$ cat src/rtl/txr_pkg.sv
package txr_pkg;
    localparam int OWN_BIT  = 31;
    localparam int FIRST_BIT = 30;
    localparam int LAST_BIT = 29;
    localparam int SUBEN_BIT = 20;

    typedef enum logic [3:0] {
        ST_IDLE,
        ST_HEAD,
        ST_ADDR,
        ST_DATA,
        ST_RETIRE,
        ST_NEXT,
        ST_PAD,
        ST_CLOSE,
        ST_RELEASE,
        ST_NOTIFY,
        ST_ABORT
    } txr_state_e;
endpackage

$ cat src/rtl/txr_len_calc.sv
module txr_len_calc #(
    parameter int LEN_W = 14
) (
    input  logic             mode,
    input  logic [31:0]      w0,
    output logic [LEN_W-1:0] blen,
    output logic [1:0]       pad_add
);
    import txr_pkg::*;

    logic [LEN_W-1:0] raw;
    logic [LEN_W-1:0] quad;
    logic [LEN_W-1:0] sub;

    always_comb begin
        raw  = LEN_W'(w0[11:0]);
        quad = LEN_W'({w0[11:0], 2'b00});
        sub  = w0[SUBEN_BIT] ? LEN_W'(w0[25:24]) : '0;
        if (!mode) begin
            blen = raw;
        end else if (quad < sub) begin
            blen = '0;
        end else begin
            blen = quad - sub;
        end
        // 2-bit wrap gives (p - 1) AND 3
        pad_add = w0[23:22] - 2'd1;
    end
endmodule

$ cat src/rtl/txr_ring_ptr.sv
module txr_ring_ptr #(
    parameter int AW   = 32,
    parameter int STEP = 8
) (
    input  logic          clk,
    input  logic          rst_n,
    input  logic          mode,
    input  logic          load,
    input  logic          adv,
    input  logic [AW-1:0] start_addr,
    input  logic [AW-1:0] end_addr,
    output logic [AW-1:0] cur
);
    logic [AW-1:0] stepped;
    logic [AW-1:0] nxt;

    always_comb begin
        stepped = cur + AW'(STEP);
        if (!mode) begin
            nxt = (stepped == end_addr) ? start_addr : stepped;
        end else begin
            nxt = (cur == end_addr) ? start_addr : stepped;
        end
    end

    always_ff @(posedge clk or negedge rst_n) begin
        if (!rst_n) begin
            cur <= '0;
        end else if (load) begin
            cur <= start_addr;
        end else if (adv) begin
            cur <= nxt;
        end
    end
endmodule

$ cat src/rtl/txr_byte_out.sv
module txr_byte_out #(
    parameter int MAX_BYTES = 2048
) (
    input  logic       clk,
    input  logic       rst_n,
    input  logic       push,
    input  logic [7:0] push_byte,
    input  logic       flush,
    input  logic       flush_err,
    output logic       held,
    output logic       out_valid,
    output logic [7:0] out_byte,
    output logic       out_sof,
    output logic       out_eof,
    output logic       out_err
);
    localparam int CNT_W = $clog2(MAX_BYTES + 1);

    logic [7:0]       hold_q;
    logic             sof_pend;
    logic [CNT_W-1:0] cnt;
    logic             in_frm;
    logic             take;

    assign take = push && (cnt < CNT_W'(MAX_BYTES));

    always_ff @(posedge clk or negedge rst_n) begin
        if (!rst_n) begin
            held      <= 1'b0;
            hold_q    <= '0;
            sof_pend  <= 1'b1;
            cnt       <= '0;
            out_valid <= 1'b0;
            out_byte  <= '0;
            out_sof   <= 1'b0;
            out_eof   <= 1'b0;
            out_err   <= 1'b0;
        end else begin
            out_valid <= 1'b0;
            out_sof   <= 1'b0;
            out_eof   <= 1'b0;
            out_err   <= 1'b0;
            if (take) begin
                cnt    <= cnt + 1'b1;
                hold_q <= push_byte;
                held   <= 1'b1;
                if (held) begin
                    out_valid <= 1'b1;
                    out_byte  <= hold_q;
                    out_sof   <= sof_pend;
                    sof_pend  <= 1'b0;
                end
            end else if (flush) begin
                cnt      <= '0;
                held     <= 1'b0;
                sof_pend <= 1'b1;
                if (held) begin
                    out_valid <= 1'b1;
                    out_byte  <= hold_q;
                    out_sof   <= sof_pend;
                    out_eof   <= 1'b1;
                    out_err   <= flush_err;
                end
            end
        end
    end

    always_ff @(posedge clk or negedge rst_n) begin
        if (!rst_n) begin
            in_frm <= 1'b0;
        end else if (out_valid) begin
            in_frm <= !out_eof;
        end
    end


    sof_outside_frame_chk: assert property (@(posedge clk) disable iff (!rst_n)
        (out_valid && out_sof) |-> !in_frm);


    byte_limit_chk: assert property (@(posedge clk) disable iff (!rst_n)
        cnt <= CNT_W'(MAX_BYTES));
endmodule

$ cat src/rtl/txring_reader.sv
module txring_reader #(
    parameter int AW         = 32,
    parameter int MAX_FRAMES = 16,
    parameter int MAX_BYTES  = 2048,
    parameter int DESC_STEP  = 8,
    parameter int LEN_W      = 14
) (
    input  logic          clk,
    input  logic          rst_n,
    input  logic          mode,
    input  logic          chan_en,
    input  logic [AW-1:0] ring_start,
    input  logic [AW-1:0] ring_end,
    input  logic          ring_load,
    input  logic          scan_go,
    input  logic          flag_clr,
    output logic          busy,
    output logic          mem_req,
    output logic          mem_we,
    output logic [AW-1:0] mem_addr,
    output logic [31:0]   mem_wdata,
    input  logic [31:0]   mem_rdata,
    input  logic          mem_ack,
    output logic          out_valid,
    output logic [7:0]    out_byte,
    output logic          out_sof,
    output logic          out_eof,
    output logic          out_err,
    output logic          tx_flag,
    output logic          irq_req
);
    import txr_pkg::*;

    localparam int FC_W = $clog2(MAX_FRAMES + 1);

    txr_state_e       state;
    logic [31:0]      w0_q;
    logic [AW-1:0]    buf_addr;
    logic [LEN_W-1:0] left;
    logic [AW-1:0]    first_addr;
    logic             mid;
    logic             any_bytes;
    logic [1:0]       pad_left;
    logic [FC_W-1:0]  frame_cnt;

    logic [AW-1:0]    cur;
    logic             adv;
    logic [LEN_W-1:0] blen;
    logic [1:0]       pad_add;
    logic             push;
    logic [7:0]       push_byte;
    logic             flush;
    logic             flush_err;
    logic             held;
    logic             start_ok;

    assign start_ok = scan_go && chan_en && (ring_start != '0);

    txr_len_calc #(.LEN_W(LEN_W)) u_len (
        .mode    (mode),
        .w0      (w0_q),
        .blen    (blen),
        .pad_add (pad_add)
    );

    txr_ring_ptr #(.AW(AW), .STEP(DESC_STEP)) u_ptr (
        .clk        (clk),
        .rst_n      (rst_n),
        .mode       (mode),
        .load       (ring_load),
        .adv        (adv),
        .start_addr (ring_start),
        .end_addr   (ring_end),
        .cur        (cur)
    );

    txr_byte_out #(.MAX_BYTES(MAX_BYTES)) u_out (
        .clk       (clk),
        .rst_n     (rst_n),
        .push      (push),
        .push_byte (push_byte),
        .flush     (flush),
        .flush_err (flush_err),
        .held      (held),
        .out_valid (out_valid),
        .out_byte  (out_byte),
        .out_sof   (out_sof),
        .out_eof   (out_eof),
        .out_err   (out_err)
    );

    // state register and datapath
    always_ff @(posedge clk or negedge rst_n) begin
        if (!rst_n) begin
            state      <= ST_IDLE;
            w0_q       <= '0;
            buf_addr   <= '0;
            left       <= '0;
            first_addr <= '0;
            mid        <= 1'b0;
            any_bytes  <= 1'b0;
            pad_left   <= '0;
            frame_cnt  <= '0;
            tx_flag    <= 1'b0;
            irq_req    <= 1'b0;
        end else begin
            irq_req <= 1'b0;
            if (state == ST_NOTIFY) begin
                tx_flag <= 1'b1;
                irq_req <= 1'b1;
            end else if (flag_clr) begin
                tx_flag <= 1'b0;
            end
            unique case (state)
                ST_IDLE: begin
                    if (start_ok) begin
                        first_addr <= cur;
                        mid        <= 1'b0;
                        any_bytes  <= 1'b0;
                        frame_cnt  <= '0;
                        state      <= ST_HEAD;
                    end
                end
                ST_HEAD: begin
                    if (mem_ack) begin
                        w0_q <= mem_rdata;
                        if (!mem_rdata[OWN_BIT]) begin
                            state <= mid ? ST_ABORT : ST_IDLE;
                        end else begin
                            state <= ST_ADDR;
                        end
                    end
                end
                ST_ADDR: begin
                    if (mem_ack) begin
                        buf_addr <= mem_rdata[AW-1:0];
                        left     <= blen;
                        if (blen != '0) begin
                            any_bytes <= 1'b1;
                        end
                        if (w0_q[LAST_BIT]) begin
                            pad_left <= (any_bytes || blen != '0) ? pad_add : 2'd0;
                        end
                        state <= (blen == '0) ? ST_RETIRE : ST_DATA;
                    end
                end
                ST_DATA: begin
                    if (mem_ack) begin
                        buf_addr <= buf_addr + 1'b1;
                        left     <= left - 1'b1;
                        if (left == LEN_W'(1)) begin
                            state <= ST_RETIRE;
                        end
                    end
                end
                ST_RETIRE: begin
                    if (w0_q[FIRST_BIT] || mem_ack) begin
                        state <= ST_NEXT;
                    end
                end
                ST_NEXT: begin
                    mid   <= 1'b1;
                    state <= w0_q[LAST_BIT] ? ST_PAD : ST_HEAD;
                end
                ST_PAD: begin
                    if (pad_left == 2'd0) begin
                        state <= ST_CLOSE;
                    end else begin
                        pad_left <= pad_left - 1'b1;
                    end
                end
                ST_CLOSE: begin
                    state <= ST_RELEASE;
                end
                ST_RELEASE: begin
                    if (mem_ack) begin
                        state <= ST_NOTIFY;
                    end
                end
                ST_NOTIFY: begin
                    frame_cnt  <= frame_cnt + 1'b1;
                    first_addr <= cur;
                    mid        <= 1'b0;
                    any_bytes  <= 1'b0;
                    if (frame_cnt == FC_W'(MAX_FRAMES - 1)) begin
                        state <= ST_IDLE;
                    end else begin
                        state <= ST_HEAD;
                    end
                end
                ST_ABORT: begin
                    state <= ST_IDLE;
                end
                default: state <= ST_IDLE;
            endcase
        end
    end

    // outputs
    always_comb begin
        mem_req   = 1'b0;
        mem_we    = 1'b0;
        mem_addr  = cur;
        mem_wdata = '0;
        adv       = 1'b0;
        push      = 1'b0;
        push_byte = '0;
        flush     = 1'b0;
        flush_err = 1'b0;
        busy      = (state != ST_IDLE);
        unique case (state)
            ST_HEAD: begin
                mem_req  = 1'b1;
                mem_addr = cur;
            end
            ST_ADDR: begin
                mem_req  = 1'b1;
                mem_addr = cur + AW'(4);
            end
            ST_DATA: begin
                mem_req   = 1'b1;
                mem_addr  = {buf_addr[AW-1:2], 2'b00};
                push      = mem_ack;
                push_byte = mem_rdata[8*buf_addr[1:0] +: 8];
            end
            ST_RETIRE: begin
                mem_req  = !w0_q[FIRST_BIT];
                mem_we   = !w0_q[FIRST_BIT];
                mem_addr = cur;
            end
            ST_NEXT: begin
                adv = 1'b1;
            end
            ST_PAD: begin
                push = (pad_left != 2'd0);
            end
            ST_CLOSE: begin
                flush = 1'b1;
            end
            ST_RELEASE: begin
                mem_req  = 1'b1;
                mem_we   = 1'b1;
                mem_addr = first_addr;
            end
            ST_ABORT: begin
                flush     = 1'b1;
                flush_err = 1'b1;
            end
            default: ;
        endcase
    end


    req_hold_chk: assert property (@(posedge clk) disable iff (!rst_n)
        (mem_req && !mem_ack) |=> (mem_req && $stable(mem_addr)));


    write_zero_chk: assert property (@(posedge clk) disable iff (!rst_n)
        mem_we |-> (mem_req && mem_wdata == 32'd0));


    release_after_close_chk: assert property (@(posedge clk) disable iff (!rst_n)
        (state == ST_RELEASE) |-> !held);


    no_empty_fetch_chk: assert property (@(posedge clk) disable iff (!rst_n)
        (state == ST_DATA) |-> (left != '0));


    frame_limit_chk: assert property (@(posedge clk) disable iff (!rst_n)
        frame_cnt <= FC_W'(MAX_FRAMES));


    irq_after_release_chk: assert property (@(posedge clk) disable iff (!rst_n)
        $rose(irq_req) |-> tx_flag);
endmodule

$ cat config.mk
export PLATFORM = sky130hd
export DESIGN_NAME = txring_reader
export DESIGN_NICKNAME = d
export VERILOG_FILES = /design/src/rtl/txr_pkg.sv /design/src/rtl/txr_len_calc.sv /design/src/rtl/txr_ring_ptr.sv /design/src/rtl/txr_byte_out.sv /design/src/rtl/txring_reader.sv
export SDC_FILE = /design/constraint.sdc
export NUM_CORES = 1
export LEC_CHECK = 0
export ABC_CLOCK_PERIOD_IN_PS = 3800
export BUFFER_PORTS_ARGS = -buffer_cell sky130_fd_sc_hd__buf_4
export CAP_MARGIN = 20
export CORE_MARGIN = 2
export CORE_UTILIZATION = 34
export CTS_CLUSTER_DIAMETER = 80
export CTS_CLUSTER_SIZE = 28
export DETAILED_ROUTE_END_ITERATION = 7
export HOLD_SLACK_MARGIN = 0.12
export MAX_ROUTING_LAYER = met4
export PLACE_DENSITY = 0.54
export SETUP_SLACK_MARGIN = 0.2
export SKIP_CTS_REPAIR_TIMING = 1
export SLEW_MARGIN = 20
export SYNTH_ARGS = -nofsm -noshare
export SYNTH_HDL_FRONTEND = slang
export SYNTH_SLANG_ARGS = --single-unit
export TNS_END_PERCENT = 30
$ cat constraint.sdc
create_clock -name clk -period 3.8 [get_ports clk]
set_input_delay 0 -clock clk [delete_from_list [all_inputs] [get_ports clk]]
set_output_delay 0 -clock clk [all_outputs]
set_load 0.02 [all_outputs]
### Yosys cells after proc, flatten, opt, wreduce, memory -nomap -nowiden

Index checks and enable logic that the tools add are counted.

* register bits after elaboration: 190
* input port bits: 104
* output and inout port bits: 81

* add/subtract/negate cells: 9
* order comparisons: 2
* eq/ne operators: 26
* shift-type cells: 1
* multiplexer cells: 73
* reduce and logical (&&, ||, !) cells: 31

Operators with widths (count)
* $mux 32: 8
* $pmux 32 s2: 2
* $pmux 32 s3: 1
* $eq 32x32->1: 2
* $mux 14: 4
* $mux 4: 10
* $pmux 4 s10: 1
* $add 32x1->32 const B: 1
* $add 32x3->32 const B: 1
* $add 32x4->32 const B: 1
* $mux 8: 4
* $reduce_bool 32->1: 1
* $shiftx 32x6->8: 1
* $pmux 14 s2: 1
* $mux 1: 25
* $mux 12: 2
* $ne 2x2->1 const B: 11
* $eq 4x3->1 const B: 4
* $eq 14x1->1 const B: 1
* $logic_not 14->1: 1
* $lt 14x2->1: 1
* $reduce_bool 14->1: 1
* $reduce_bool 2->1: 7
* $sub 14x1->14 const B: 1
* other kinds (30): 50

### Logic depth before layout (Yosys ltp)

Gate-level depths: netlist (run 1).

* depth after elaboration: 10
* depth in mapped cells: 12

### Modules after synthesis

Synthesis (run 1) repeated with hierarchy kept, for this count alone.

* cell total of the unflattened synthesis: 1634
* area total of the unflattened synthesis: 14338.8 um^2

Modules (own cells, without submodules)
* txring_reader: instances 1, cells an instance 881, area each 8137.8 um^2
* txr_ring_ptr: instances 1, cells an instance 578, area each 4327.9 um^2
* txr_byte_out: instances 1, cells an instance 104, area each 1397.6 um^2
* txr_len_calc: instances 1, cells an instance 71, area each 475.5 um^2

### Worst setup path before layout (run 1)

OpenSTA, ideal clock, no wires.

* path type: reg-to-reg
* start: reg u_ptr.cur[3]
* end: reg u_ptr.cur[26]
* setup time: 0.130 ns
* data arrival time: 3.196 ns
* path slack: 0.474 ns
* stages on the path, launching flop included: 13
* path buffers: 3
* cells stage by stage: dfrtp_1 -> ha_1 -> nand2_2 -> or4_1 -> buf_2 -> nor3_2 -> o22ai_1 -> or4_1 -> buf_2 -> or4_4 -> buf_6 -> a31o_1 -> o21bai_1

* longest elaborated chain between the ends: 6

Ends and longest elaborated chain
* start, declared: line txr_ring_ptr.sv:12 `output logic [AW-1:0] cur`
* start signal, assigned: line txr_ring_ptr.sv:30 `cur <= start_addr;`
* start signal, assigned: line txr_ring_ptr.sv:32 `cur <= nxt;`
* $add 32x4->32: line txr_ring_ptr.sv:18 `stepped = cur + AW'(STEP);`
* $eq 32x32->1: line txr_ring_ptr.sv:20 `nxt = (stepped == end_addr) ? start_addr : stepped;`
* $mux 32: line txr_ring_ptr.sv:20
* $mux 32 *: line txr_ring_ptr.sv:19 `if (!mode) begin`
* $mux 32 *: line txr_ring_ptr.sv:31 `end else if (adv) begin`
* $mux 32 *: line txr_ring_ptr.sv:29 `end else if (load) begin`

Every way passes the cells marked *; elsewhere a longest branch is shown, timed or not. The select of a mux whose other input is x is not followed.
A chain may end at the register's enable or synchronous reset.

### Final worst setup path (run 1)

* start: reg u_ptr.cur[11]
* end: reg u_ptr.cur[26]

The elaborated chain is that of the path after synthesis.

==> flow_metrics.env, run 1 <==
export IMPL_outcome="finished clean"
export IMPL_rows=70
export IMPL_ys_ff_latch=178
export IMPL_clkSinkCount=178
export IMPL_ant_nets=0
export IMPL_drt_pass1_iter_count=8
export IMPL_port_buffers=152
export IMPL_grt_max_degree=96
export IMPL_worst_pin_slew_ns=1.04
export IMPL_clk_path_buf_depth=2
export IMPL_crit_chain="nand4_2 -> buf_4 -> nor4_1 -> nand3_1 -> xnor2_1 -> nand3_1 -> or4_4 -> buf_4 -> a31o_1 -> o21bai_1"
export IMPL_syn_inst=1491
export IMPL_hold_class="input port to register"
export IMPL_route_detailed_drc=0
export IMPL_synth_simple_area_share_pct=22.0
export IMPL_antenna_found_initial=0
export IMPL_rsz0062_at_grt="no"
export IMPL_grt_pass1_vias=11512
export IMPL_synth_mux_area_share_pct=8.87
export IMPL_gp_congestion=0.972
export IMPL_ir_worst_vdd_v=0.000413
export IMPL_crit_arrival_ns=3.84
export IMPL_hp_start="mode"
export IMPL_core_um2=36300
export IMPL_fin_tns_setup_ns=0
export IMPL_rr_startpoint="u_ptr.cur[11]"
export IMPL_maxSlewHeadroom_pct=30.1
export IMPL_synth_top_area_cell="dfrtp_1"
export IMPL_cts_clk_slew_worst_paths_ns=0.09
export IMPL_grt_pass1_wl_um=73700
export IMPL_synth_compound_area_share_pct=20.9
export IMPL_synthAdderAreaFrac_pct=1.09
export IMPL_yosysSeqAreaShare_pct=35.8
export IMPL_critPathTopFamily="simple AND/OR/NAND/NOR gates"
export IMPL_cp_num_buf_inv=2
export IMPL_finalHoldViolCount=0
export IMPL_layout_cells_most_common_list="218 x buf_4, 177 x dfrtp_1, 169 x nand2_1, 112 x o21ai_0, 92 x a21oi_1"
export IMPL_h_tree_depth=4
export IMPL_intPower_mw=5.77
export IMPL_wirelength_um=49300
export IMPL_syn_area_um2=12400
export IMPL_p_leak_nw=6.37
export IMPL_worstHoldEndpoint="left[9]"
export IMPL_io_pins=185
export IMPL_mostFrequentLayoutCell="buf_4"
export IMPL_crit_required_ns=4.15
export IMPL_skew_ns=0.0221
export IMPL_synth_cell_types=82
export IMPL_p_sw_mw=5.09
export IMPL_synth_warnings=0
export IMPL_worstSetupEndpointType="register"
export IMPL_combPwrFrac_pct=49.0
export IMPL_crit_type="register to register"
export IMPL_viasPerCell=5.79
export IMPL_track_usage_pct=26.1
export IMPL_synth_area_top_cells="dfrtp_1 36%, mux2_2 5.9%, nand2_1 5.1%"
export IMPL_n_antenna_cell=0
export IMPL_async_flop_share_pct=100
export IMPL_cts_tree="done"
export IMPL_synth_main_ff_cell="dfrtp_1"
export IMPL_maxCapViolCount=0
export IMPL_p_per_area_nw_per_um2=703
export IMPL_worstPathMaxFanout=11
export IMPL_stdcell_count=2173
export IMPL_die_w_um=195
export IMPL_first_iter_violations=1028
export IMPL_synth_edf_count=0
export IMPL_fp_dieArea_um2=38100
export IMPL_period_minus_slack_ns=3.50
export IMPL_die_h_um=195
export IMPL_layout_drive_gt1_share_pct=20.6
export IMPL_pwr_share_seq_pct=34.2
export IMPL_overflow=0
export IMPL_vias=12586
export IMPL_p_clk_share_pct=16.8
export IMPL_p_sw_share_pct=46.9
export IMPL_reg2reg_slack_ns=0.30
export IMPL_post_route_period_util_pct=92.0
export IMPL_slowest_stage="nor4_1"
export IMPL_synth_avg_cell_area_um2=8.34
export IMPL_r2r_cells=10
export IMPL_synth_top_family_by_area="simple AND/OR/NAND/NOR gates"
export IMPL_start_util_pct=34.2
export IMPL_nets=1806
export IMPL_synth_xor_area_share_pct=4.22
export IMPL_final_max_slew_viol_count=0
export IMPL_cts_root_buf="clkbuf_16"
export IMPL_dp_hpwl_um=36800
export IMPL_syn_to_final_growth_pct=24.2
export IMPL_setup_viol=0
export IMPL_dp_cells=2071
export IMPL_cpPeakStageDelay_ns=0.72
export IMPL_fmax_ghz=0.286
export IMPL_cp_start_kind="register"
export IMPL_worstHoldPathCells=4
export IMPL_regToRegEndpoint="u_ptr.cur[26]"
export IMPL_clk_latency_ns=0.47
export IMPL_synth_top_area_share_pct=35.6
export IMPL_numCtsBuffers=17
export IMPL_wl_per_cell_um=22.7
## power by group through the flow
stage | sequential (mW) | combinational (mW) | clock [mW]
after detailed placement | 3.72 | 5.17 | 0
after CTS | 3.69 | 5.19 | 1.85
after floorplan | 3.27 | 3.57 | 0
after global routing | 3.83 | 5.79 | 1.93
after global placement | 3.70 | 5.16 | 0
final | 3.71 | 5.31 | 1.83
## metal layers
| layer | GRT usage (%) | vias to the layer above | part of all wire [%] |
|---|---|---|---|
| li1 | - | 5852 | - |
| met1 | 36.8 | 6223 | 46 |
| met2 | 39.7 | 462 | 46 |
| met3 | 3.30 | 49 | 5.5 |
| met4 | 6.73 | 0 | 2.0 |
| met5 | - | - | 0 |
## metrics by stage
step / hold WS (ns) / setup WS [ns] / utilization, % / area (µm²) / power, mW
global route: 0.132 / 0.195 / 42.5 / 15400 / 11.5
detailed placement: 0.166 / 0.229 / 38.9 / 14100 / 8.89
CTS: -0.326 / 0.195 / 40.5 / 14700 / 10.7
floorplan: -0.296 / 0.474 / - / 12600 / 6.85
global placement: 0.167 / 0.279 / 38.9 / 14100 / 8.86
finish: 0.0731 / 0.305 / 42.5 / 15400 / 10.9
## cell type report
class / instances / area, µm²
well taps: 468 / 586
inverters: 52 / 195
multi-input cells: 1152 / 7250
fillers: 3638 / 20900
clock buffers: 18 / 439
flip-flops and latches: 178 / 4460
clock inverters: 14 / 136
repair buffers: 291 / 2380
## worst max path at each step
| stage | from | endpoint | slack (ns) | cells after the start |
|---|---|---|---|---|
| after floorplan | u_ptr.cur[3] | u_ptr.cur[26] | 0.47 | 12 |
| after global placement | u_ptr.cur[3] | u_ptr.cur[26] | 0.28 | 10 |
| after detailed placement | u_ptr.cur[3] | u_ptr.cur[4] | 0.23 | 10 |
| after CTS | u_ptr.cur[3] | u_ptr.cur[4] | 0.20 | 10 |
| after global routing | u_ptr.cur[11] | u_ptr.cur[7] | 0.20 | 9 |
| final | u_ptr.cur[11] | u_ptr.cur[26] | 0.30 | 10 |
## cells in the mapped netlist, types with 15 or more instances
| master | count |
|---|---|
| clkbuf_1 | 83 |
| xnor2_1 | 48 |
| o311ai_0 | 15 |
| dfrtp_1 | 177 |
| inv_1 | 50 |
| a31oi_1 | 17 |
| or3_1 | 17 |
| a21oi_1 | 92 |
| o21ai_0 | 112 |
| nor3_1 | 62 |
| nand2_1 | 169 |
| o22ai_1 | 27 |
| a22oi_1 | 27 |
| and3_1 | 22 |
| buf_4 | 37 |
| nor2_1 | 90 |
| nor4_1 | 27 |
| nand3_1 | 68 |
| mux2i_1 | 18 |
| mux2_2 | 65 |
| nand4_1 | 30 |
## sequential cells by signal (all words and copies together) (netlist names), 2 cells and up
name / cells
left: 14
frame_cnt: 5
state: 4
first_addr: 32
buf_addr: 32
u_out.hold_q: 8
u_out.out_byte: 8
w0_q: 19
u_ptr.cur: 32
u_out.cnt: 12
pad_left: 2
## tightest hold or removal path, stage by stage
cell and delay, ns:
buf_4 0.21, o22ai_1 0.13, nor2_1 0.11, a211oi_1 0.05
## logic make-up after synthesis
| group | after synthesis |
|---|---|
| other | 1 |
| XOR/XNOR | 60 |
| multiplexers | 92 |
| adder cells (fa/ha/maj) | 11 |
| AO/OA/AOI/OAI | 405 |
| buffers and inverters | 192 |
| flip-flops | 178 |
| AND/OR/NAND/NOR | 552 |
Power figures use the tool's default switching activity.
==> inputs of run 2 (changes only) <==
--- a/config.mk
+++ b/config.mk
@@ -8,6 +8,8 @@
 export ABC_CLOCK_PERIOD_IN_PS = 3800
 export BUFFER_PORTS_ARGS = -buffer_cell sky130_fd_sc_hd__buf_4
 export CAP_MARGIN = 20
+export CELL_PAD_IN_SITES_DETAIL_PLACEMENT = 1
+export CELL_PAD_IN_SITES_GLOBAL_PLACEMENT = 1
 export CORE_MARGIN = 2
 export CORE_UTILIZATION = 34
 export CTS_CLUSTER_DIAMETER = 80
@@ -15,7 +17,7 @@
 export DETAILED_ROUTE_END_ITERATION = 7
 export HOLD_SLACK_MARGIN = 0.12
 export MAX_ROUTING_LAYER = met4
-export PLACE_DENSITY = 0.54
+export PLACE_DENSITY = 0.68
 export SETUP_SLACK_MARGIN = 0.2
 export SKIP_CTS_REPAIR_TIMING = 1
 export SLEW_MARGIN = 20
==> constraint.sdc (replaced) <==
create_clock -name clk -period 3.8 [get_ports clk]
set_input_delay 0 -clock clk [delete_from_list [all_inputs] [get_ports clk]]
set_output_delay 0 -clock clk [all_outputs]
set_load 0.1 [all_outputs]
==> flow_metrics.env, run 2 (synthesis results as in run 1) <==
export IMPL_rsz0062_at_grt="no"
export IMPL_grt_max_degree=94
export IMPL_core_um2=36300
export IMPL_final_max_slew_viol_count=0
export IMPL_crit_arrival_ns=3.78
export IMPL_fin_tns_setup_ns=0
export IMPL_h_tree_depth=4
export IMPL_first_iter_violations=996
export IMPL_mostFrequentLayoutCell="buf_4"
export IMPL_worst_pin_slew_ns=0.950
export IMPL_fp_dieArea_um2=38100
export IMPL_wl_per_cell_um=23.9
export IMPL_dp_hpwl_um=38900
export IMPL_p_leak_nw=6.41
export IMPL_gp_congestion=0.952
export IMPL_track_usage_pct=27.6
export IMPL_period_minus_slack_ns=3.43
export IMPL_die_w_um=195
export IMPL_finalHoldViolCount=0
export IMPL_port_buffers=152
export IMPL_start_util_pct=34.2
export IMPL_layout_cells_most_common_list="223 x buf_4, 174 x dfrtp_1, 169 x nand2_1, 112 x o21ai_0, 92 x a21oi_1"
export IMPL_setup_viol=0
export IMPL_maxSlewHeadroom_pct=36.7
export IMPL_route_detailed_drc=0
export IMPL_n_fill_cell=4320
export IMPL_cts_root_buf="clkbuf_16"
export IMPL_finish_utilization_pct=42.7
export IMPL_io_pins=185
export IMPL_ant_nets=0
export IMPL_post_route_period_util_pct=90.3
export IMPL_fmax_ghz=0.291
export IMPL_grt_pass1_vias=12427
export IMPL_skew_ns=0.0114
export IMPL_antenna_found_initial=2
export IMPL_worst_slack_ns=0.369
export IMPL_drt_pass1_iter_count=5
export IMPL_place_ws_ns=0.271
export IMPL_p_per_area_nw_per_um2=822
export IMPL_reg_largest_list="buf_addr: 32 flops, first_addr: 32 flops, u_ptr.cur: 32 flops"
export IMPL_clkSinkCount=178
export IMPL_worstHoldPathCells=4
export IMPL_nets=1808
export IMPL_vias=12833
export IMPL_cts_clk_slew_worst_paths_ns=0.08
export IMPL_rows=70
export IMPL_worstSetupEndpointType="register"
export IMPL_numCtsBuffers=17
export IMPL_clk_latency_ns=0.46
export IMPL_wirelength_um=52000
export IMPL_cp_start_kind="register"
export IMPL_crit_type="register to register"
export IMPL_layout_drive_gt1_share_pct=21.2
export IMPL_overflow=0
export IMPL_final_cell_area_um2=15500
export IMPL_syn_to_final_growth_pct=24.8
export IMPL_dpl_cell_area_um2=14200
export IMPL_r2r_cells=10
export IMPL_reg2reg_slack_ns=0.37
export IMPL_outcome="finished clean"
export IMPL_grt_pass1_wl_um=78100
export IMPL_die_h_um=195
export IMPL_hold_class="input port to register"
export IMPL_maxCapViolCount=0
export IMPL_viasPerCell=5.89
export IMPL_cts_tree="done"
export IMPL_worstPathMaxFanout=10
export IMPL_ir_worst_vdd_v=0.000887
export IMPL_clk_path_buf_depth=2
export IMPL_crit_required_ns=4.15
-- run 2: cell count changes in the layout (fill, tap and decap cells not counted), sizes merged --
cell,change
bufinv,+2
buf,+5
clkinv,+1
clkbuf,+1
diode,+2
dlygate4sd3,-3
inv,-4
-- run 2: final cells by class --
cell class / count / area [µm²] / share of cell area, %
well taps: 468 / 586 / 3.77
clock inverters: 13 / 149 / 0.959
multi-input cells: 1152 / 7290 / 46.9
inverters: 52 / 195 / 1.26
repair buffers: 293 / 2400 / 15.4
flip-flops and latches: 178 / 4460 / 28.7
diodes: 2 / 5.00 / 0.0323
clock buffers: 19 / 443 / 2.85
-- run 2: path summary, 6_finish.rpt --
check / to / start
max: u_ptr.cur[26] / u_ptr.cur[3]
min: left[9] / mode
max reg2reg: u_ptr.cur[26] / u_ptr.cur[3]
min reg2reg: u_out.cnt[9] / u_out.cnt[9]
max in group asynchronous: u_ptr.cur[12] / rst_n
min in group asynchronous: u_out.out_byte[1] / rst_n
-- run 2: where the power goes --
| group | switching, mW | leakage, nW | internal (mW) |
|---|---|---|---|
| Clock | 0.864 | 0.286 | 0.998 |
| Combinational | 4.95 | 3.93 | 2.23 |
| Sequential | 1.03 | 2.19 | 2.69 |
-- run 2: metal layers --
layer  routed length (µm)  up-vias  global-route usage, %
li1                     -     5846                      -
met1                23700     6576                   37.4
met2                24600      362                   43.2
met3                 2700       49                   3.99
met4                  958        0                   7.38
met5                    0        -                      -
-- run 2: through the flow --
step,power (mW),hold WS [ns],std cells
6_report,12.8,0.0675,2177
4_1_cts,12.7,-0.319,2108
3_5_place_dp,10.8,0.173,2076
3_3_place_gp,10.6,0.167,2076
2_1_floorplan,8.60,-0.296,1522
5_1_grt,13.5,0.122,2177
-- run 2: worst max-delay path: stages (launching register included) --
cell and delay (ns):
dfrtp_1 0.35, ha_1 0.30, and2_1 0.26, nand3_1 0.25
or4_4 0.66, xnor2_1 0.23, nand4_1 0.17, or4_4 0.58
buf_4 0.20, a31o_1 0.18, o21bai_1 0.14
==> inputs of run 3 (changes only) <==
==> constraint.sdc (replaced) <==
create_clock -name clk -period 3.8 [get_ports clk]
set_input_delay 0 -clock clk [delete_from_list [all_inputs] [get_ports clk]]
set_output_delay 0 -clock clk [all_outputs]
set_load 0.005 [all_outputs]
==> flow_metrics.env, run 3 (synthesis results as in run 1) <==
export IMPL_outcome="finished clean"
export IMPL_dp_hpwl_um=38800
export IMPL_wl_met2_um=24400
export IMPL_grt_max_degree=108
export IMPL_p_per_area_nw_per_um2=690
export IMPL_crit_chain="ha_2 -> nand2_2 -> or4_1 -> nor3_2 -> o22ai_1 -> or4_4 -> buf_4 -> nor4_1 -> nor2_1 -> buf_12 -> mux2_1"
export IMPL_wirelength_um=52000
export IMPL_antenna_found_initial=0
export IMPL_p_leak_nw=6.46
export IMPL_cpPeakStageDelay_ns=0.63
export IMPL_fin_tns_setup_ns=0
export IMPL_numCtsBuffers=17
export IMPL_hold_class="input port to register"
export IMPL_start_util_pct=34.2
export IMPL_syn_to_final_growth_pct=25.3
export IMPL_worst_slack_ns=0.314
export IMPL_clk_path_buf_depth=2
export IMPL_finalHoldViolCount=0
export IMPL_reg_largest_list="buf_addr: 32 flops, first_addr: 32 flops, u_ptr.cur: 32 flops"
export IMPL_dp_cells=2082
export IMPL_die_h_um=195
export IMPL_ir_worst_vdd_v=0.000378
export IMPL_cts_root_buf="clkbuf_16"
export IMPL_first_iter_violations=945
export IMPL_mostFrequentLayoutCell="buf_4"
export IMPL_rsz0062_at_grt="yes"
export IMPL_setup_viol=0
export IMPL_route_detailed_drc=0
export IMPL_whs_ns=0.191
export IMPL_track_usage_pct=27.5
export IMPL_wl_met3_um=3020
export IMPL_maxCapViolCount=0
export IMPL_rows=70
export IMPL_worst_pin_slew_ns=1.06
export IMPL_grt_pass1_wl_um=77700
export IMPL_h_tree_depth=4
export IMPL_gp_congestion=0.935
export IMPL_crit_type="register to register"
export IMPL_cp_start_kind="register"
export IMPL_wl_per_cell_um=23.8
export IMPL_fmax_ghz=0.287
export IMPL_layout_drive_gt1_share_pct=21.0
export IMPL_vias=12869
export IMPL_worstSetupEndpointType="register"
export IMPL_die_w_um=195
export IMPL_wl_met1_um=23100
export IMPL_maxSlewHeadroom_pct=29.2
export IMPL_clkSinkCount=178
export IMPL_stdcell_count=2184
export IMPL_cts_tree="done"
export IMPL_crit_arrival_ns=3.83
export IMPL_port_buffers=152
export IMPL_core_um2=36300
export IMPL_nets=1817
export IMPL_topRoutingLayerUsed="met4"
export IMPL_final_max_slew_viol_count=0
export IMPL_cp_num_buf_inv=2
export IMPL_crit_required_ns=4.14
export IMPL_ant_nets=0
export IMPL_final_cell_area_um2=15600
export IMPL_critPathTopFamily="simple AND/OR/NAND/NOR gates"
export IMPL_viasPerCell=5.89
export IMPL_dpl_cell_area_um2=14200
export IMPL_io_pins=185
export IMPL_post_route_period_util_pct=91.7
export IMPL_worstPathMaxFanout=22
export IMPL_overflow=0
export IMPL_clk_latency_ns=0.46
export IMPL_cts_clk_slew_worst_paths_ns=0.07
export IMPL_fp_dieArea_um2=38100
export IMPL_period_minus_slack_ns=3.49
export IMPL_slowest_stage="or4_1"
export IMPL_layout_cells_most_common_list="228 x buf_4, 176 x dfrtp_1, 169 x nand2_1, 112 x o21ai_0, 92 x a21oi_1"
export IMPL_place_ws_ns=0.238
export IMPL_n_antenna_cell=0
export IMPL_drt_pass1_iter_count=5
export IMPL_skew_ns=0.0141
export IMPL_grt_pass1_vias=12481
-- run 3: cell types whose count changed in the layout (fill, tap and decap cells not counted), moves of 2 or more --
cell	delta
dfrtp_1	+2
dfrtp_2	-2
o311ai_0	+14
nor4_2	-2
nor4_1	+2
o311ai_2	-4
dlygate4sd3_1	+3
clkinv_4	-2
buf_4	+5
diode_2	-2
o311ai_1	-10
-- run 3: area by class of cell --
| class | instances | area [µm²] |
|---|---|---|
| multi-input combinational | 1152 | 7240 |
| inverter | 52 | 195 |
| fill | 4271 | 20800 |
| tap | 468 | 586 |
| clock inverter | 15 | 198 |
| clock buffer | 17 | 425 |
| timing repair buffer | 302 | 2490 |
| sequential | 178 | 4460 |
-- run 3: per-stage QoR --
| step | util, % | power [mW] |
|---|---|---|
| final | 42.9 | 10.8 |
| after global routing | 42.9 | 11.5 |
| after CTS | 40.9 | 10.7 |
| after detailed placement | 39.2 | 8.70 |
| after global placement | 39.2 | 8.54 |
| after floorplan | - | 6.52 |
-- run 3: routing by layer --
layer | track usage [%] | vias up
met3 | 5.27 | 82
met5 | - | -
met1 | 36.2 | 6531
met2 | 42.7 | 388
li1 | - | 5868
met4 | 8.99 | 0
-- run 3: path summary, 6_finish.rpt --
path | from | to | slack, ns | cells after the start
max | u_ptr.cur[4] | u_ptr.cur[1] | 0.31 | 11
min | scan_go | frame_cnt[3] | 0.19 | 4
max reg2reg | u_ptr.cur[4] | u_ptr.cur[1] | 0.31 | 11
min reg2reg | u_out.hold_q[6] | u_out.hold_q[6] | 0.48 | 2
max in group asynchronous | rst_n | buf_addr[26] | 2.58 | 3
min in group asynchronous | rst_n | u_out.hold_q[1] | 0.21 | 2
-- run 3: power breakdown --
| part | total [mW] | switching (mW) | internal (mW) |
|---|---|---|---|
| Combinational | 5.12 | 2.91 | 2.21 |
| Sequential | 3.69 | 1.01 | 2.69 |
| Clock | 1.94 | 0.883 | 1.06 |
-- run 3: worst register-to-register path, cell delays in order (launching register included) --
cell and delay, ns:
dfrtp_1 0.36, ha_2 0.24, nand2_2 0.17, or4_1 0.63
nor3_2 0.18, o22ai_1 0.11, or4_4 0.59, buf_4 0.17
nor4_1 0.30, nor2_1 0.12, buf_12 0.18, mux2_1 0.32
